==> src/rtl/dither_pkg.sv <==
`timescale 1ns/1ps
package dither_pkg;
  // Update sequencer states: normal dithering, select held low, register write
  typedef enum logic [1:0] {
    ST_RUN   = 2'd0,
    ST_HOLD  = 2'd1,
    ST_WRITE = 2'd2
  } seq_state_e;
endpackage

==> src/rtl/dither_prescale.sv <==
`timescale 1ns/1ps
module dither_prescale #(
  parameter int PRE_W = 16
) (
  input  logic             clk,
  input  logic             rst_n,
  input  logic             run,
  input  logic [PRE_W-1:0] period_m1,
  output logic             tick
);
  logic [PRE_W-1:0] cnt_q, cnt_d;

  assign tick = run && (cnt_q == period_m1);

  always_comb begin
    if (!run)      cnt_d = '0;
    else if (tick) cnt_d = '0;
    else           cnt_d = cnt_q + 1'b1;
  end

  always_ff @(posedge clk or negedge rst_n) begin
    if (!rst_n) cnt_q <= '0;
    else        cnt_q <= cnt_d;
  end

  // with a period above one cycle, two ticks never fall in adjacent cycles
  p_tick_spacing_r4: assert property (@(posedge clk) disable iff (!rst_n)
    (tick && period_m1 != '0) |=> !tick);
endmodule

==> src/rtl/dither_accum.sv <==
`timescale 1ns/1ps
module dither_accum #(
  parameter int FRAC_W = 8
) (
  input  logic              clk,
  input  logic              rst_n,
  input  logic              clr,
  input  logic              tick,
  input  logic [FRAC_W-1:0] frac,
  output logic              sel
);
  logic [FRAC_W-1:0] acc_q, acc_d;
  logic              sel_q, sel_d;
  logic [FRAC_W:0]   sum;

  assign sum = {1'b0, acc_q} + {1'b0, frac};
  assign sel = sel_q;

  always_comb begin
    acc_d = acc_q;
    sel_d = sel_q;
    if (clr) begin
      acc_d = '0;
      sel_d = 1'b0;
    end else if (tick) begin
      acc_d = sum[FRAC_W-1:0];
      sel_d = sum[FRAC_W];
    end
  end

  always_ff @(posedge clk or negedge rst_n) begin
    if (!rst_n) begin
      acc_q <= '0;
      sel_q <= 1'b0;
    end else begin
      acc_q <= acc_d;
      sel_q <= sel_d;
    end
  end

  // select moves only on an update tick or a clear
  p_sel_hold_r4: assert property (@(posedge clk) disable iff (!rst_n)
    (!tick && !clr) |=> $stable(sel_q));
  // a zero fraction never produces a carry
  p_zero_frac_r7: assert property (@(posedge clk) disable iff (!rst_n)
    (frac == '0 && !sel_q) |=> !sel_q);
endmodule

==> src/rtl/dither_seq.sv <==
`timescale 1ns/1ps
module dither_seq
  import dither_pkg::*;
#(
  parameter int TW_W    = 32,
  parameter int FRAC_W  = 8,
  parameter int PRE_W   = 16,
  parameter int SEL_LAT = 6
) (
  input  logic              clk,
  input  logic              rst_n,
  input  logic              load,
  input  logic [TW_W-1:0]   int_in,
  input  logic [FRAC_W-1:0] frac_in,
  input  logic [PRE_W-1:0]  pre_in,
  output logic              run,
  output logic [FRAC_W-1:0] frac_q,
  output logic [PRE_W-1:0]  pre_q,
  output logic [TW_W-1:0]   word_lo,
  output logic [TW_W-1:0]   word_hi,
  output logic              word_wr
);
  localparam int HCNT_W = (SEL_LAT > 1) ? $clog2(SEL_LAT) : 1;
  localparam logic [HCNT_W-1:0] LAT_M1 = HCNT_W'(SEL_LAT - 1);

  seq_state_e        st_q, st_d;
  logic [HCNT_W-1:0] hcnt_q, hcnt_d;
  logic [TW_W-1:0]   stg_q, stg_d;
  logic [FRAC_W-1:0] frac_d;
  logic [PRE_W-1:0]  pre_d;
  logic [TW_W-1:0]   lo_q, lo_d, hi_q, hi_d;
  logic              wr_q, wr_d;

  assign run     = (st_q == ST_RUN);
  assign word_lo = lo_q;
  assign word_hi = hi_q;
  assign word_wr = wr_q;

  always_comb begin
    st_d   = st_q;
    hcnt_d = hcnt_q;
    stg_d  = stg_q;
    frac_d = frac_q;
    pre_d  = pre_q;
    lo_d   = lo_q;
    hi_d   = hi_q;
    wr_d   = 1'b0;
    if (load) begin
      st_d   = ST_HOLD;
      hcnt_d = '0;
      stg_d  = int_in;
      frac_d = frac_in;
      pre_d  = pre_in;
    end else begin
      unique case (st_q)
        ST_HOLD: begin
          if (hcnt_q == LAT_M1) begin
            st_d = ST_WRITE;
            lo_d = stg_q;
            hi_d = stg_q + 1'b1;
            wr_d = 1'b1;
          end else begin
            hcnt_d = hcnt_q + 1'b1;
          end
        end
        ST_WRITE: st_d = ST_RUN;
        default:  st_d = st_q;
      endcase
    end
  end

  always_ff @(posedge clk or negedge rst_n) begin
    if (!rst_n) begin
      st_q   <= ST_RUN;
      hcnt_q <= '0;
      stg_q  <= '0;
      frac_q <= '0;
      pre_q  <= '0;
      lo_q   <= '0;
      hi_q   <= TW_W'(1);
      wr_q   <= 1'b0;
    end else begin
      st_q   <= st_d;
      hcnt_q <= hcnt_d;
      stg_q  <= stg_d;
      frac_q <= frac_d;
      pre_q  <= pre_d;
      lo_q   <= lo_d;
      hi_q   <= hi_d;
      wr_q   <= wr_d;
    end
  end

  // the write strobe lasts exactly one cycle
  p_wr_pulse_r3: assert property (@(posedge clk) disable iff (!rst_n)
    word_wr |=> !word_wr);
  // the write only follows a full hold interval
  p_wr_after_hold_r3: assert property (@(posedge clk) disable iff (!rst_n)
    $rose(word_wr) |-> ($past(st_q) == ST_HOLD && $past(hcnt_q) == LAT_M1));
  // every load (re)starts the hold interval
  p_load_hold_r9: assert property (@(posedge clk) disable iff (!rst_n)
    load |=> (st_q == ST_HOLD && hcnt_q == '0));
endmodule

==> src/rtl/dither_ctrl.sv <==
`timescale 1ns/1ps
module dither_ctrl #(
  parameter int TW_W    = 32,
  parameter int FRAC_W  = 8,
  parameter int PRE_W   = 16,
  parameter int SEL_LAT = 6
) (
  input  logic              clk,
  input  logic              rst_n,
  input  logic              load,
  input  logic [TW_W-1:0]   tune_int,
  input  logic [FRAC_W-1:0] tune_frac,
  input  logic [PRE_W-1:0]  prescale,
  output logic [TW_W-1:0]   word_lo,
  output logic [TW_W-1:0]   word_hi,
  output logic              word_wr,
  output logic              sel_hi
);
  logic              run;
  logic              tick;
  logic              acc_clr;
  logic [FRAC_W-1:0] frac_q;
  logic [PRE_W-1:0]  pre_q;

  dither_seq #(
    .TW_W(TW_W), .FRAC_W(FRAC_W), .PRE_W(PRE_W), .SEL_LAT(SEL_LAT)
  ) u_seq (
    .clk     (clk),
    .rst_n   (rst_n),
    .load    (load),
    .int_in  (tune_int),
    .frac_in (tune_frac),
    .pre_in  (prescale),
    .run     (run),
    .frac_q  (frac_q),
    .pre_q   (pre_q),
    .word_lo (word_lo),
    .word_hi (word_hi),
    .word_wr (word_wr)
  );

  dither_prescale #(.PRE_W(PRE_W)) u_pre (
    .clk       (clk),
    .rst_n     (rst_n),
    .run       (run),
    .period_m1 (pre_q),
    .tick      (tick)
  );

  // a load forces the lower register at once; the pattern stays parked until run
  assign acc_clr = load | ~run;

  dither_accum #(.FRAC_W(FRAC_W)) u_acc (
    .clk   (clk),
    .rst_n (rst_n),
    .clr   (acc_clr),
    .tick  (tick),
    .frac  (frac_q),
    .sel   (sel_hi)
  );

  // the upper register is never selected while an update is in flight
  p_sel_low_update_r2: assert property (@(posedge clk) disable iff (!rst_n)
    !run |-> !sel_hi);
  // a load always parks select low on the next cycle
  p_load_parks_r2: assert property (@(posedge clk) disable iff (!rst_n)
    load |=> !sel_hi);
  // the tuning words move only together with the write strobe
  p_words_stable_r8: assert property (@(posedge clk) disable iff (!rst_n)
    !word_wr |-> ($stable(word_lo) && $stable(word_hi)));
endmodule

==> config.mk <==
export PLATFORM = sky130hd
export DESIGN_NAME = dither_ctrl
export DESIGN_NICKNAME = d
export VERILOG_FILES = /design/src/rtl/dither_pkg.sv /design/src/rtl/dither_prescale.sv /design/src/rtl/dither_accum.sv /design/src/rtl/dither_seq.sv /design/src/rtl/dither_ctrl.sv
export SDC_FILE = /design/constraint.sdc
export NUM_CORES = 1
export LEC_CHECK = 0
export ABC_CLOCK_PERIOD_IN_PS = 7200
export CORE_UTILIZATION = 55
export CTS_CLUSTER_DIAMETER = 60
export DETAILED_ROUTE_END_ITERATION = 8
export DONT_BUFFER_PORTS = 1
export GPL_ROUTABILITY_DRIVEN = 0
export PLACE_DENSITY_LB_ADDON = 0.25
export SETUP_SLACK_MARGIN = 0.1
export SYNTH_ARGS = -nofsm -noshare
export SYNTH_HDL_FRONTEND = slang
export SYNTH_HIERARCHICAL = 1
export SYNTH_SLANG_ARGS = --single-unit
==> constraint.sdc <==
create_clock -name clk -period 7.2 [get_ports clk]
set_clock_uncertainty 0.2 [all_clocks]
set_input_delay 1.44 -clock clk [delete_from_list [all_inputs] [get_ports clk]]
set_output_delay 1.44 -clock clk [all_outputs]
set_load 0.02 [all_outputs]
==> flow_summary_export.csv, run 1 <==
group,metric,value,unit
yosys,syn-instance-count,645,
run,cap_violations,0,
route,wire_per_inst,16.7,um
clocking,cts.sinks,151,
timing,period_needed,3260,ps
cells_and_area,area_growth_syn_to_layout,10.3,%
global_route,grt_pass1_wl,22300,um
clocking,cts_hold_buf,0,
clocking,post_cts_buffers,0,
setup_path,r2r_cells,6,
timing,tns,0,ps
run_status,run_status,"complete, no violations",
floorplan,row_count,40,
setup_path,required,7300,ps
timing,fmax,306,MHz
timing,relSlewSlack,39.9,%
cells_and_area,drive_gt1_share,16.1,%
yosys,ys_ff_latch,151,
yosys,async_flop_share,100,%
floorplan,die_h,114,um
clocking,htreeDepth,4,
yosys,yosys_warnings,6,
route,final_antenna_net_count,0,
global_route,grt_max_degree,152,
floorplan,die_w,114,um
placed_design,dp_hpwl,9170,um
global_route,overflow,0,
route,first_pass_iters,6,
setup_path,cp-start-kind,"primary input",
route,drtIter0Drc,277,
clocking,cts_resized,0,
yosys,synth.distinct_cells,48,
global_route,grt_pass1_vias,4591,
global_route,antenna_found_initial,1,
global_route,track_usage,22.2,%
route,wl,13600,um
setup_path,arrival,3360,ps
route,routed_via_density,5.60,
timing,finalMaxSlewViolations,0,
power_and_ir_drop,vdd_drop_max,0.000153,V
yosys,avgSynthCellArea,10.7,sq um
clocking,clkTransAtPathRegs,60,ps
floorplan,core,12200,sq um
yosys,yosysSeqAreaShare,54.6,%
placed_design,post-place-ws,3540,ps
placed_design,portBuffers,0,
floorplan,start_util,56.9,%
timing,setup_slack,3940,ps
route,vias,4563,
hold_path,whs_path_depth,2,
power_and_ir_drop,power_density,315,nW/um^2
clocking,cts_buffer_depth,2,
timing,rsz0062_at_grt,"no",
setup_path,end_kind,"flop",
floorplan,top_level_ports,125,
clocking,cts_made_buffers,17,
floorplan,die-area,13000,sq um
yosys,synth.cell_area,6920,sq um
clocking,clockRootBuffer,"clkbuf_16",
power_and_ir_drop,p_leak,3.37,nW
timing,hold_violations,0,
timing,setup_violations,0,
route,route.detailed.drc,0,
timing,min_period_over_period,45.3,%
hold_path,hold_class,"reg -> reg",
setup_path,crit_path_max_fanout,93,
timing,worst_pin_slew,899,ps
clocking,tritoncts,"done",
cells_and_area,nets,707,
yosys,synth_edf_count,0,
yosys,synthFlopType,"dfrtp_1",
setup_path,worstSetupPathType,"in -> reg",
yosys,synth_nets,717,
clocking,clock_latency,410,ps
flip-flops by register name (all words and copies together) (netlist names):
signal / cells
u_seq/pre_q: 16
u_seq/word_hi: 32
u_seq/word_lo: 32
u_seq/word_wr: 1
u_seq/hcnt_q: 3
u_seq/frac_q: 8
u_seq/st_q: 2
u_acc/acc_q: 8
u_acc/sel: 1
u_seq/stg_q: 32
u_pre/cnt_q: 16
Yosys cell counts (2+ instances only):
cell      number  area [sq um]
buf_2          6          30.0
buf_4          3          22.5
nand3_1       25           125
ha_1          12           150
xnor2_1       25           219
o21ai_1        8          40.0
buf_6          3          33.8
nand2_1      147           552
nor4_1         4          25.0
nand2b_1       5          31.3
and3_1         6          37.5
a21oi_1        8          40.0
xor2_1        40           350
inv_1          6          22.5
mux2i_1        2          20.0
nor3_1         4          20.0
clkbuf_1      18          67.6
mux2_2        57           642
nor2_1        38           143
nand4_1       18           113
o21ai_2        2          17.5
dfrtp_1      150          3750
a211oi_1       5          37.5
o21ai_0       29           145
cell type report:
cell class	count	area (sq um)
fill	995	4520
sequential	151	3780
multi-input combinational	457	2970
clock buffer	21	470
tap	168	210
clock inverter	9	173
inverter	7	26.3
timing repair buffer	1	7.51
antenna	1	2.50
critical path, cell delays in order:
cell and delay, ps:
nand2b_1 160, or3_4 700, inv_2 600, mux2_2 400
cell families (layout without fill, tap and decap cells):
kind of cell             Yosys count  in the layout  synth area share [%]
adder cells (fa/ha/maj)           13             13                  2.46
buffers and inverters             37             38                  2.60
flip-flops                       151            151                  54.6
AO/OA/AOI/OAI                     61             61                  5.68
XOR/XNOR                          65             65                  8.22
other                              0              1                     0
multiplexers                      60             60                  9.78
AND/OR/NAND/NOR                  258            258                  16.7
routing by layer:
metal / vias to the layer above / global-route usage (%) / share of wire (%)
met5: - / 0 / 0
met4: 0 / 9.96 / 2.0
met3: 23 / 6.56 / 6.5
met2: 132 / 35.2 / 48
met1: 2246 / 28.4 / 43
li1: 2162 / - / -
cells in the final DEF (no fill, tap or decap), types with 6 or more instances in the layout:
cell,count
and3_1,6
nand4_1,18
mux2_2,57
inv_1,6
dfrtp_1,150
xor2_1,40
nand2_1,147
o21ai_1,8
clkbuf_16,17
nor2_1,38
xnor2_1,25
o21ai_0,29
ha_1,12
a21oi_1,8
nand3_1,25
report_power, final:
group / switching (mW) / leakage [nW] / internal (mW)
Combinational: 0.103 / 1.13 / 0.102
Sequential: 0.253 / 1.93 / 0.991
Clock: 0.319 / 0.315 / 0.637
worst paths after layout:
path	startpoint	endpoint	slack, ps
worst max-delay path	load	u_seq/word_hi[9]	3940
worst min-delay path	u_acc/acc_q[3]	u_acc/acc_q[3]	290
worst max register to register	u_seq/hcnt_q[1]	u_seq/word_hi[9]	4490
worst min register to register	u_acc/acc_q[3]	u_acc/acc_q[3]	290
max in group asynchronous	rst_n	u_seq/word_wr	6040
min in group asynchronous	rst_n	u_seq/word_lo[6]	530
stage by stage:
step / util [%] / cell area (sq um) / cells / total power [mW] / hold WS, ps
floorplan: - / 6920 / 645 / 1.40 / 253
global placement: 57.5 / 6990 / 784 / 1.45 / 274
detailed placement: 57.5 / 6990 / 784 / 1.47 / 281
CTS: 62.8 / 7640 / 814 / 2.43 / 296
global route: 62.8 / 7640 / 814 / 2.51 / 328
finish: 62.8 / 7640 / 815 / 2.40 / 294
Power figures use the tool's default switching activity.
==> run 2, diff against run 1 <==
ABC_CLOCK_PERIOD_IN_PS = 2700   (was 7200)
clock period = 2.7 ns   (was 7.2 ns; I/O delays follow)
==> run 2 against run 1 <==
Compared with the run above: the flow now finishes with violations (negative hold slack); critical path depth up 4; first-iteration DRC count down 7.2%; global-route usage up 0.74 points; via count up 0.20%; power rose to 2.6 times the previous value; core utilization up 0.26 points; flip-flop and latch count unchanged; wire length up 1.3%; final cell count up 0.98%; clock power rose to 2.6 times the previous value; cell area up 0.41%; critical endpoint is now u_acc/acc_q[7].
==> flow_summary_export.csv, run 2 (synthesized netlist as in run 1, its figures left out) <==
group,metric,value,unit
setup_path,crit_cells,8,
global_route,grt_max_degree,152,
route,routed_via_density,5.56,
clocking,cts.sinks,151,
power_and_ir_drop,vdd_drop_max,0.000573,V
timing,tns,0,ps
route,wl,13800,um
timing,worst_pin_slew,836,ps
cells_and_area,nets,714,
setup_path,cpLargestDelayFamily,"simple AND/OR/NAND/NOR gates",
setup_path,worstSetupPathType,"reg -> reg",
floorplan,die_h,114,um
setup_path,rr_startpoint,"u_pre/cnt_q[9]",
clocking,clkTransAtPathRegs,60,ps
timing,period_needed,2420,ps
power_and_ir_drop,netSwitchingFraction,28.8,%
floorplan,die-area,13000,sq um
timing,rsz0062_at_grt,"no",
floorplan,die_w,114,um
power_and_ir_drop,clockPowerShare,38.9,%
route,vias,4572,
floorplan,core,12200,sq um
route,first_pass_iters,4,
setup_path,r2r_end,"u_acc/acc_q[7]",
placed_design,place_area,7040,sq um
timing,hold_violations,151,
clocking,cts_made_buffers,17,
route,drtIter0Drc,257,
global_route,grt_pass1_vias,4615,
cells_and_area,mostFrequentLayoutCells,"dfrtp_1 (150), nand2_1 (147), mux2_2 (57)",
placed_design,dp_hpwl,9230,um
timing,relSlewSlack,44.3,%
placed_design,portBuffers,0,
run_status,violations,"negative hold slack",
setup_path,slowest_stage,"dfrtp_1",
setup_path,path_buf_inv,1,
clocking,htreeDepth,4,
power_and_ir_drop,p_int,4.51,mW
cells_and_area,area_growth_syn_to_layout,10.8,%
clocking,post_cts_buffers,0,
hold_path,hold_class,"in -> async",
run,cap_violations,0,
power_and_ir_drop,p_leak,3.40,nW
cells_and_area,drive_gt1_share,16.8,%
setup_path,worstPathCellList,"xor2_1, nor4_1, nand2_1, nor4_2, buf_4, nand2b_1, a21oi_1, mux2_4",
route,route.detailed.drc,0,
floorplan,start_util,56.9,%
setup_path,end_kind,"flop",
floorplan,top_level_ports,125,
global_route,antenna_found_initial,1,
setup_path,crit_path_max_fanout,15,
power_and_ir_drop,p_seq_share,52.3,%
clocking,cts_buffer_depth,2,
setup_path,required,2810,ps
timing,fmax,413,MHz
clocking,tritoncts,"done",
setup_path,reg2reg_slack,280,ps
floorplan,row_count,40,
timing,finalMaxSlewViolations,0,
clocking,clockRootBuffer,"clkbuf_16",
cells_and_area,final_common_cell,"dfrtp_1",
route,wire_per_inst,16.7,um
setup_path,slowest_delay,440,ps
power_and_ir_drop,pwr-share-comb,8.9,%
power_and_ir_drop,power_density,825,nW/um^2
power_and_ir_drop,netSwitchingPower,1.82,mW
timing,setup_violations,0,
run_status,run_status,"finished with violations",
global_route,track_usage,23.0,%
clocking,clock_latency,420,ps
route,final_antenna_net_count,0,
clocking,cts_hold_buf,1,
setup_path,arrival,2530,ps
global_route,grt_pass1_wl,23000,um
global_route,overflow,0,
cells_and_area,fin_area,7670,sq um
timing,hold_slack,-386,ps
timing,min_period_over_period,89.6,%
setup_path,cp-start-kind,"flop",
setup_path,r2r_cells,8,
-- run 2: changes by cell type in the layout (fill, tap and decap cells not counted), sizes merged --
cell / before / now
clkbuf: 21 / 22
buf: 1 / 7
clkinv: 3 / 5
bufinv: 5 / 4
dlygate4sd3: 0 / 1
clkinvlp: 1 / 0
-- run 2: power groups by stage --
stage	logic, mW	registers (mW)	clock network, mW
after floorplan	0.502	3.23	0
after global placement	0.529	3.34	0
after detailed placement	0.561	3.35	0
after CTS	0.567	3.31	2.51
after global routing	0.652	3.36	2.61
final	0.561	3.31	2.46
-- run 2: through the flow --
stage / instances / power [mW] / utilization [%] / worst slack (ps)
floorplan: 645 / 3.73 / - / 250
global placement: 790 / 3.87 / 57.9 / 325
detailed placement: 790 / 3.91 / 57.9 / 292
CTS: 822 / 6.39 / 63.0 / 248
global route: 822 / 6.63 / 63.0 / 147
finish: 823 / 6.33 / 63.1 / 281
-- run 2: what timing repair did --
item	CTS	global route
resized for setup	0	1
hold endpoints to repair	154	151
setup endpoints to repair	0	1
-- run 2: area by class of cell --
cell class | instances | area (sq um)
inverters | 7 | 26.3
clock buffers | 22 | 464
clock inverters | 9 | 149
flip-flops and latches | 151 | 3780
repair buffers | 8 | 62.6
fillers | 985 | 4490
multi-input cells | 457 | 2980
well taps | 168 | 210
diodes | 1 | 2.50
-- run 2: worst max path at each step --
stage	start	to
floorplan	u_pre/cnt_q[9]	u_acc/acc_q[5]
global route	u_pre/cnt_q[9]	u_acc/acc_q[7]
finish	u_pre/cnt_q[9]	u_acc/acc_q[7]
CTS	u_pre/cnt_q[10]	u_acc/acc_q[7]
global placement	u_pre/cnt_q[10]	u_acc/acc_q[7]
detailed placement	u_pre/cnt_q[9]	u_acc/acc_q[7]
-- run 2: metal layers --
| metal | vias to the layer above | global-route usage [%] | wire, um |
|---|---|---|---|
| li1 | 2179 | - | - |
| met1 | 2240 | 28.7 | 5910 |
| met2 | 135 | 36.7 | 6670 |
| met3 | 18 | 8.15 | 937 |
| met4 | 0 | 8.83 | 232 |
| met5 | - | 0 | 0 |
-- run 2: worst reg2reg max path, cell delays in order, from the launching register on --
cell and delay, ps:
dfrtp_1 440, xor2_1 190, nor4_1 290, nand2_1 170
nor4_2 290, buf_4 240, nand2b_1 160, a21oi_1 70
mux2_4 280
==> run 3, diff against run 2 <==
ABC_CLOCK_PERIOD_IN_PS = 2400   (was 2700)
clock period = 2.4 ns   (was 2.7 ns; I/O delays follow)
==> run 3 against run 2 <==
Compared with the run above: the run still ends with negative hold slack left; die area unchanged; combinational power increased by 24%; cell area increased by 7.3%; flip-flop and latch count unchanged; worst setup slack got worse by 220 ps.
==> flow_summary_export.csv, run 3 (synthesized netlist as in run 1, its figures left out) <==
group,metric,value,unit
route,first_pass_iters,4,
timing,setup_violations,0,
hold_path,hold_class,"in -> async",
setup_path,reg2reg_slack,60,ps
floorplan,row_count,40,
power_and_ir_drop,pwr-share-comb,9.7,%
cells_and_area,fin_area,8230,sq um
power_and_ir_drop,netSwitchingPower,2.10,mW
timing,relSlewSlack,42.5,%
power_and_ir_drop,clockPowerShare,38.4,%
global_route,grt_max_degree,152,
clocking,cts.sinks,151,
power_and_ir_drop,netSwitchingFraction,29.2,%
run_status,violations,"negative hold slack",
placed_design,place_area,7070,sq um
cells_and_area,num_antenna_cells,0,
power_and_ir_drop,finalPower,7.19,mW
timing,fmax,427,MHz
route,final_antenna_net_count,0,
clocking,clockRootBuffer,"clkbuf_16",
setup_path,critPathLaunch,"u_seq/pre_q[1]",
global_route,grt_pass1_vias,4752,
clocking,cts_made_buffers,17,
timing,rsz0062_at_grt,"yes",
floorplan,die_w,114,um
route,vias,4705,
setup_path,r2r_end,"u_acc/acc_q[5]",
clocking,cts_buffer_depth,2,
floorplan,core,12200,sq um
setup_path,required,2500,ps
setup_path,arrival,2450,ps
run_status,run_status,"finished with violations",
clocking,clock_latency,420,ps
placed_design,portBuffers,0,
setup_path,end_kind,"flop",
run,cap_violations,0,
timing,worst_pin_slew,862,ps
cells_and_area,mostFrequentLayoutCells,"dfrtp_1 (150), nand2_1 (147), mux2_2 (57)",
global_route,overflow,0,
floorplan,start_util,56.9,%
timing,period_needed,2340,ps
placed_design,dp_hpwl,9190,um
clocking,htreeDepth,4,
route,wl,14500,um
cells_and_area,drive_gt1_share,17.6,%
clocking,tritoncts,"done",
power_and_ir_drop,p_leak,3.65,nW
power_and_ir_drop,p_seq_share,51.8,%
floorplan,die_h,114,um
global_route,antenna_found_initial,0,
power_and_ir_drop,power_density,874,nW/um^2
placed_design,dpl.cell_count,793,
setup_path,worstSetupPathType,"reg -> reg",
setup_path,rr_startpoint,"u_seq/pre_q[1]",
route,wire_per_inst,16.5,um
cells_and_area,final_common_cell,"dfrtp_1",
global_route,grt_pass1_wl,23200,um
cells_and_area,post-route-util,67.7,%
timing,finalMaxSlewViolations,0,
global_route,track_usage,23.3,%
cells_and_area,final_cell_count_no_fill,880,
setup_path,r2r_cells,8,
floorplan,top_level_ports,125,
route,routed_via_density,5.35,
cells_and_area,area_growth_syn_to_layout,18.9,%
power_and_ir_drop,p_int,5.10,mW
clocking,clkTransAtPathRegs,60,ps
timing,hold_slack,-440,ps
floorplan,die-area,13000,sq um
timing,min_period_over_period,97.7,%
cells_and_area,nets,771,
setup_path,crit_path_max_fanout,6,
power_and_ir_drop,vdd_drop_max,0.000433,V
route,drtIter0Drc,264,
timing,hold_violations,151,
route,route.detailed.drc,0,
setup_path,cp-start-kind,"flop",
run 3: cell count changes in the layout (fill, tap and decap cells not counted):
cell	delta
dlygate4sd3_1	+45
buf_4	+10
clkinvlp_4	+4
buf_6	+2
clkbuf_1	-2
clkbuf_8	-1
diode_2	-1
nor4_2	-1
nor4_4	+1
run 3: timing repair:
item                                    in CTS  in global routing
hold buffers                                44                  2
hold endpoints to repair                   198                153
setup buffers                                0                  9
gates resized for setup                      1                  4
pin swaps                                    1                  4
endpoints found under the setup margin       3                 20
run 3: through the flow:
step / setup WS, ps / setup TNS, ps
2_1_floorplan: 134 / 0
3_3_place_gp: 100 / 0
3_5_place_dp: 64.0 / 0
4_1_cts: 190 / 0
5_1_grt: -2.33 / -2.33
6_report: 56.3 / 0
run 3: worst max-delay path, stage by stage (launching register included):
cell	delay, ps
dfrtp_1	390
xor2_1	170
nor4_2	300
nand2_1	160
nor4_4	380
buf_6	180
buf_6	120
a211oi_1	60
mux2_2	270
run 3: routing by layer:
| metal | global-route usage (%) | vias up | wire [um] |
|---|---|---|---|
| li1 | - | 2284 | - |
| met5 | 0 | - | 0 |
| met2 | 38.1 | 128 | 7160 |
| met4 | 8.05 | 0 | 249 |
| met1 | 28.9 | 2271 | 6200 |
| met3 | 7.68 | 22 | 900 |
run 3: worst max-delay path by stage:
stage	end	slack (ps)	depth (start not counted)
3_3_place_gp	u_acc/acc_q[5]	100	8
2_1_floorplan	u_acc/acc_q[5]	130	7
5_1_grt	u_acc/acc_q[5]	-2	8
3_5_place_dp	u_acc/acc_q[5]	60	8
4_1_cts	u_pre/cnt_q[5]	190	7
6_report	u_acc/acc_q[5]	60	8
run 3: power by group through the flow:
stage | combinational [mW] | clock, mW | sequential, mW
3_3_place_gp | 0.595 | 0 | 3.76
4_1_cts | 0.691 | 2.83 | 3.73
5_1_grt | 0.802 | 2.94 | 3.79
2_1_floorplan | 0.566 | 0 | 3.64
3_5_place_dp | 0.627 | 0 | 3.77
6_report | 0.698 | 2.77 | 3.73
run 3: final cells by class:
cell class / instances / area, sq um
fill: 911 / 3930
sequential: 151 / 3780
multi-input combinational: 457 / 2980
timing repair buffer: 65 / 611
clock buffer: 19 / 443
tap: 168 / 210
clock inverter: 13 / 179
inverter: 7 / 26.3
